## config.mk

```make
export PLATFORM = sky130hd
export DESIGN_NAME = fdc_regs
export DESIGN_NICKNAME = d
export VERILOG_FILES = /design/src/rtl/fdc_pkg.sv /design/src/rtl/fdc_regs.sv
export SDC_FILE = /design/constraint.sdc
export NUM_CORES = 1
export LEC_CHECK = 0
export BUFFER_PORTS_ARGS = -buffer_cell sky130_fd_sc_hd__buf_2
export CORE_MARGIN = 1
export CORE_UTILIZATION = 45
export DETAILED_ROUTE_END_ITERATION = 10
export GPL_TIMING_DRIVEN = 0
export PLACE_DENSITY = 0.87
export SYNTH_ARGS = -nofsm -noshare
export SYNTH_HDL_FRONTEND = slang
export SYNTH_SLANG_ARGS = --single-unit
export TNS_END_PERCENT = 20
```

## constraint.sdc

```tcl
create_clock -name clk -period 1.3 [get_ports clk]
set_input_delay 0.195 -clock clk [delete_from_list [all_inputs] [get_ports clk]]
set_output_delay 0.195 -clock clk [all_outputs]
set_load 0.03 [all_outputs]
```

## src/rtl/fdc_pkg.sv

```systemverilog
package fdc_pkg;

  // field width inside the 32-bit size words (height high, width low)
  localparam int FLD_W   = 16;
  localparam int ADDR_W  = 3;
  localparam int NUM_ERR = 2;
  localparam int ERR_PIX  = 0;
  localparam int ERR_LINE = 1;

  typedef enum logic [ADDR_W-1:0] {
    REG_EXPECT = 3'd0,
    REG_CTRL   = 3'd1,
    REG_MEAS   = 3'd2,
    REG_STAT   = 3'd3,
    REG_MASK   = 3'd4
  } reg_addr_e;

  // bits carried by one beat for each depth code
  function automatic logic [4:0] bpp_of(input logic [2:0] code);
    case (code)
      3'd0:    bpp_of = 5'd6;
      3'd1:    bpp_of = 5'd8;
      3'd2:    bpp_of = 5'd10;
      3'd3:    bpp_of = 5'd12;
      3'd4:    bpp_of = 5'd14;
      3'd5:    bpp_of = 5'd16;
      3'd6:    bpp_of = 5'd20;
      default: bpp_of = 5'd8;
    endcase
  endfunction

endpackage

```

## src/rtl/fdc_regs.sv

```systemverilog
module fdc_regs
  import fdc_pkg::*;
#(
  parameter int DIM_W = 16
) (
  input  logic                 clk,
  input  logic                 rst_n,
  input  logic                 wr_en,
  input  logic [ADDR_W-1:0]    addr,
  input  logic [31:0]          wdata,
  input  logic                 path_release,
  input  logic [NUM_ERR-1:0]   err_set,
  input  logic                 meas_load,
  input  logic [DIM_W-1:0]     meas_h,
  input  logic [DIM_W-1:0]     meas_w,
  output logic [31:0]          rdata,
  output logic [DIM_W-1:0]     exp_h,
  output logic [DIM_W-1:0]     exp_w,
  output logic                 pix_en,
  output logic                 line_en,
  output logic                 byte_mode,
  output logic [2:0]           bpp_code,
  output logic [NUM_ERR-1:0]   err_st,
  output logic [NUM_ERR-1:0]   err_mask,
  output logic [DIM_W-1:0]     meas_h_q,
  output logic [DIM_W-1:0]     meas_w_q,
  output logic                 irq
);

  logic we_exp, we_ctrl, we_stat, we_mask;
  logic [DIM_W-1:0]   exp_h_nxt, exp_w_nxt, mh_nxt, mw_nxt;
  logic               pix_en_nxt, line_en_nxt, byte_nxt;
  logic [2:0]         bpp_nxt;
  logic [NUM_ERR-1:0] st_nxt, mask_nxt;

  assign we_exp  = wr_en && (addr == REG_EXPECT);
  assign we_ctrl = wr_en && (addr == REG_CTRL);
  assign we_stat = wr_en && (addr == REG_STAT);
  assign we_mask = wr_en && (addr == REG_MASK);

  always_comb begin
    exp_h_nxt   = we_exp  ? wdata[FLD_W +: DIM_W] : exp_h;
    exp_w_nxt   = we_exp  ? wdata[0 +: DIM_W]     : exp_w;
    pix_en_nxt  = we_ctrl ? wdata[0] : pix_en;
    line_en_nxt = we_ctrl ? wdata[1] : line_en;
    byte_nxt    = we_ctrl ? wdata[2] : byte_mode;
    bpp_nxt     = we_ctrl ? wdata[6:4] : bpp_code;
    if (path_release) begin
      pix_en_nxt  = 1'b0;
      line_en_nxt = 1'b0;
    end
    mask_nxt = we_mask ? wdata[NUM_ERR-1:0] : err_mask;
    mh_nxt   = meas_load ? meas_h : meas_h_q;
    mw_nxt   = meas_load ? meas_w : meas_w_q;
  end

  // sticky status: a new error wins over a write-one-to-clear in the same cycle
  for (genvar gi = 0; gi < NUM_ERR; gi++) begin : g_err
    assign st_nxt[gi] = err_set[gi] | (err_st[gi] & ~(we_stat & wdata[gi]));
  end

  always_ff @(posedge clk or negedge rst_n) begin
    if (!rst_n) begin
      exp_h     <= '0;
      exp_w     <= '0;
      pix_en    <= 1'b0;
      line_en   <= 1'b0;
      byte_mode <= 1'b0;
      bpp_code  <= '0;
      err_st    <= '0;
      err_mask  <= '0;
      meas_h_q  <= '0;
      meas_w_q  <= '0;
    end else begin
      exp_h     <= exp_h_nxt;
      exp_w     <= exp_w_nxt;
      pix_en    <= pix_en_nxt;
      line_en   <= line_en_nxt;
      byte_mode <= byte_nxt;
      bpp_code  <= bpp_nxt;
      err_st    <= st_nxt;
      err_mask  <= mask_nxt;
      meas_h_q  <= mh_nxt;
      meas_w_q  <= mw_nxt;
    end
  end

  assign irq = |(err_st & err_mask);

  always_comb begin
    rdata = '0;
    case (addr)
      REG_EXPECT: begin
        rdata[FLD_W +: DIM_W] = exp_h;
        rdata[0 +: DIM_W]     = exp_w;
      end
      REG_CTRL: begin
        rdata[0]   = pix_en;
        rdata[1]   = line_en;
        rdata[2]   = byte_mode;
        rdata[6:4] = bpp_code;
      end
      REG_MEAS: begin
        rdata[FLD_W +: DIM_W] = meas_h_q;
        rdata[0 +: DIM_W]     = meas_w_q;
      end
      REG_STAT: rdata[NUM_ERR-1:0] = err_st;
      REG_MASK: rdata[NUM_ERR-1:0] = err_mask;
      default:  rdata = '0;
    endcase
  end

endmodule

```

=== Yosys cells after proc, flatten, opt, wreduce, memory -nomap -nowiden ===
Index checks and enable logic that the tools add are counted.

* Equal/unequal tests: 4
* Reductions and logical operators: 7
* Multiplexer cells: 9
* Bitwise logic cells: 9

{| class="wikitable"
|+ Operator list
! cell !! number
|-
| $pmux 25 s2 || 1
|-
| $pmux 2 s5 || 1
|-
| $pmux 3 s3 || 1
|-
| $eq 3x2->1 const B || 2
|-
| $and 1x1->1 || 4
|-
| $logic_and 1x1->1 || 4
|-
| $mux 1 || 4
|-
| $eq 3x1->1 const B || 1
|-
| $eq 3x3->1 const B || 1
|-
| $logic_not 3->1 || 1
|-
| $pmux 1 s3 || 1
|-
| $and 2x2->2 || 1
|-
| $not 1->1 || 2
|-
| $or 1x1->1 || 2
|-
| $pmux 1 s2 || 1
|-
| $reduce_bool 2->1 || 1
|-
| $reduce_or 2->1 || 1
|}

* Logic and storage cells: 39
* Output and inout port bits: 107
* Input bits: 74
* Register bits after elaboration: 74

=== Depth between registers and ports, before layout ===
* Depth in word-level cells: 6
* Mapped depth: 6
* Mapped depth without buffers: 3

=== Worst setup path before layout ===
No wires, ideal clock.

* Path type: input -> output
* Start: input port addr[0]
* End: output port rdata[2]
* Stages on the path: 5
* Arrival time: 1.303 ns
* Buffers on the path: 2
* Setup slack: -0.198 ns
* Cells stage by stage: buf_6 -> buf_2 -> mux2i_1 -> or2_1 -> a21oi_1

* Cells in the longest elaborated chain, start to end: 2
* Elaborated cells between the ends (all ways): 4
* Those cells by class: 2 x eq/ne; 1 x mux; 1 x reduce/logical

{| class="wikitable"
|+ Ends and longest elaborated chain
! what !! RTL line !! text
|-
| from (decl) || fdc_regs.sv:9 || <nowiki>input logic [ADDR_W-1:0] addr,</nowiki>
|-
| $eq 3x2->1, or another cell as far along || fdc_regs.sv:92 || <nowiki>case (addr)</nowiki>
|-
| $pmux 1 s3 * || fdc_regs.sv:92 ||
|-
| to (decl) || fdc_regs.sv:16 || <nowiki>output logic [31:0] rdata,</nowiki>
|}

Every way passes the cells marked *; elsewhere a longest branch is shown, timed or not.

=== Final worst setup path ===
* Start: register err_st[1]
* End: output port rdata[1]

* Cells in the longest elaborated chain, start to end: 1

{| class="wikitable"
|+ Ends and longest elaborated chain
! what !! RTL line !! text
|-
| from (decl) || fdc_regs.sv:23 || <nowiki>output logic [NUM_ERR-1:0] err_st,</nowiki>
|-
| from (signal assigned) || fdc_regs.sv:81 || <nowiki>err_st <= st_nxt;</nowiki>
|-
| $pmux 2 s5 || fdc_regs.sv:92 ||
|}

Every way passes these cells.

==> impl_metrics.json <==
{
  "status": "finished with violations",
  "violations": "hold timing, setup timing",
  "synthToLayoutAreaGrowth_pct": 57.21,
  "power.internal_mw": 5.154,
  "clock_latency_ns": 0.33,
  "period_minus_slack_ns": 1.580,
  "dieWidth_um": 89.52,
  "p_sw_share_pct": 34.04,
  "pwr-share-seq_pct": 38.0,
  "whs_ns": -0.0002449,
  "synth_top_area_share_pct": 53.72,
  "cts_tree": "built",
  "layout-drive-gt1-share_pct": 72.04,
  "synth_cells": 233,
  "drt_iter0_markers": 44,
  "postSynth.asyncResetShare_pct": 100.0,
  "wirelength_mm": 9.998,
  "antenna_found_initial": 0,
  "clkPwrFrac_pct": 26.7,
  "grt_pass1_vias": 2921,
  "gp_congestion": 0.7732,
  "n_antenna_cell": 0,
  "cts_buffers": 9,
  "clock_path_buffers": 2,
  "drtAntennaViolNets": 0,
  "syn-cell-area_um2": 3447,
  "crit_type": "flop to output port",
  "slew_violations": 0,
  "switchingPower_mw": 2.660,
  "drv_cap": 0,
  "cp_slowest_cell": "dfrtp_2",
  "crit_fanout": 2,
  "slew_headroom_pct": 39.62,
  "required_ns": 1.11,
  "yosysWarningCount": 0,
  "skew_ns": 0,
  "grt_use_total_pct": 24.10,
  "nets": 534,
  "yosys.area_share.simple_pct": 4.973,
  "syn-num-nets": 307,
  "end_kind": "output port",
  "wl_per_cell_um": 17.73,
  "setup_viol": 24,
  "yosysTopAreaCell": "dfrtp_1",
  "hold_class": "input port to asynchronous set/reset pin",
  "tightest_slew_ns": 0.9057,
  "root_buffer": "clkbuf_8",
  "io_buffers": 178,
  "synth_ff_type": "dfrtp_1",
  "hpwl_mm": 6.610,
  "ctsHoldBuffers": 0,
  "postLayoutCoreUtil_pct": 73.92,
  "grt_pass1_wl_mm": 14.29,
  "ys_seq_area_share_pct": 53.72,
  "crit_path_cell_trace": "mux2_4 -> a21oi_2 -> o22ai_2 -> buf_6",
  "synth_top_family_by_area": "multiplexers",
  "leakage_nw": 2.718,
  "irDropWorstVdd_uv": 971.1,
  "die-area_um2": 8014,
  "cp-start-kind": "flop",
  "htree_num_levels": 3,
  "drc": 0,
  "synth_xor_area_share_pct": 0,
  "synth_top_cells_by_area": "dfrtp_1, mux2_4, mux2_2",
  "viasPerCell": 5.092,
  "synth_seq_cells": 74,
  "grt_setup_unrepaired": "yes",
  "combPwrFrac_pct": 35.4,
  "tns_ns": -2.646,
  "arrival_ns": 1.38,
  "fp.dieH_um": 89.52,
  "critical-path-max-stage-delay_ns": 0.42,
  "row_count": 31,
  "syn_area_per_cell_um2": 14.79,
  "synth_cell_types": 29,
  "grt_max_degree": 75,
  "hold_viol_final": 2,
  "clk_pin_slew_ns": 0.08,
  "dr.pass1.iters": 4,
  "grt_overflow": 0,
  "core-area_um2": 7331,
  "dp_slack_ns": -0.6082,
  "synth_edf_count": 0,
  "reg2reg_slack_ns": 0.37,
  "cts.sinks": 74,
  "fmax_mhz": 632.9,
  "synth_compound_area_share_pct": 8.421,
  "vias": 2872,
  "setup_ws_ns": -0.2799,
  "period_share_pct": 121.5,
  "start_util_pct": 47.02,
  "power_density_nw_per_um2": 1442,
  "synthAdderAreaFrac_pct": 0,
  "ios": 181,
  "synthMuxAreaShare_pct": 28.82
}
[kinds of logic after synthesis]
group | after synthesis
DFF | 74
and+or+nand+nor | 27
AOI/OAI and AO/OA | 36
buffers and inverters | 17
muxes | 79
[power groups by stage]
stage | sequential (mW) | clock (mW) | combinational [mW]
floorplan | 3.69 | 0 | 0.865
global placement | 2.99 | 0 | 2.29
detailed placement | 3.02 | 0 | 2.32
CTS | 2.95 | 2.13 | 2.64
global route | 3.01 | 2.21 | 2.92
finish | 2.97 | 2.08 | 2.76
[layout make-up]
cell class,instances,area (µm²)
sequential,74,1853
fill,481,1912
multi-input combinational,142,1599
clock buffer,11,131.4
clock inverter,5,102.6
tap,99,123.9
timing repair buffer,217,1436
buffer,16,172.7
[critical path: cells and delay by family, from the launching register on]
kind | cells | cell delay (ns)
flops | 1 | 0.42
mux | 1 | 0.26
compound gates | 2 | 0.22
buf+inv | 1 | 0.16
[repair_timing]
action                                  in CTS  in global routing
gates cloned                                 2                  1
pin swaps                                   12                 19
endpoints found under the hold margin        0                  0
buffers inserted                            25                 12
gates resized for setup                     94                 13
endpoints found under the setup margin      63                 63
[metrics by stage]
step / power, mW / std cells / cell area, µm²
2_1_floorplan: 4.558 / 233 / 3515
3_3_place_gp: 5.271 / 510 / 4529
3_5_place_dp: 5.337 / 510 / 4532
4_1_cts: 7.721 / 553 / 5278
5_1_grt: 8.141 / 564 / 5419
6_report: 7.815 / 564 / 5419
[flip-flops by register name, summed over array words and instances, names as in the netlist]
name,count
exp_h,16
exp_w,16
meas_h_q,16
meas_w_q,16
bpp_code,3
err_mask,2
err_st,2
byte_mode,1
line_en,1
pix_en,1
[worst paths after layout]
kind                                             to                  start  cells past startpoint
min                        meas_w_q[13]$_DFFE_PN0P_                  rst_n                      1
min reg2reg                   byte_mode$_DFFE_PN0P_  byte_mode$_DFFE_PN0P_                      1
min in group clk                line_en$_DFFE_PN0P_           path_release                      2
max                                        rdata[1]    err_st[1]$_DFF_PN0_                      4
max reg2reg                    exp_h[3]$_DFFE_PN0P_   exp_h[3]$_DFFE_PN0P_                      2
max in group asynchronous       err_st[1]$_DFF_PN0_                  rst_n                      1
[cells in the final DEF, fill, tap and decap left out, types with 2 or more instances in the layout]
cell,count
buf_6,43
mux2_4,32
mux2_2,26
buf_8,2
buf_4,30
clkbuf_8,11
nor2_1,3
nand2_1,7
buf_2,148
a21oi_2,3
clkbuf_2,2
or2_1,4
a21oi_4,2
clkbuf_1,3
mux2_1,14
a22o_4,8
dfrtp_1,73
buf_12,4
a22o_1,7
a22o_2,12
mux2i_1,7
bufinv_16,3
nand3b_1,2
a21o_1,2
[metal layers]
layer  vias up  global-route usage, %  part of all wire (%)
li1       1318                      -                     -
met1      1428                  28.55                    40
met2       107                  43.16                    53
met3        19                  5.078                   4.9
met4         0                  8.802                   1.8
met5         -                      0                     0
[synth_stat cells, types with 3 or more instances]
| cell | number |
|---|---|
| nor2_1 | 3 |
| buf_12 | 3 |
| or2_1 | 4 |
| buf_2 | 7 |
| a21oi_1 | 5 |
| nand2_1 | 7 |
| mux2_1 | 15 |
| dfrtp_1 | 74 |
| mux2_4 | 30 |
| a22o_1 | 27 |
| mux2i_1 | 7 |
| mux2_2 | 27 |
| clkbuf_1 | 5 |
Note: power is estimated with default switching activity, not from simulation.
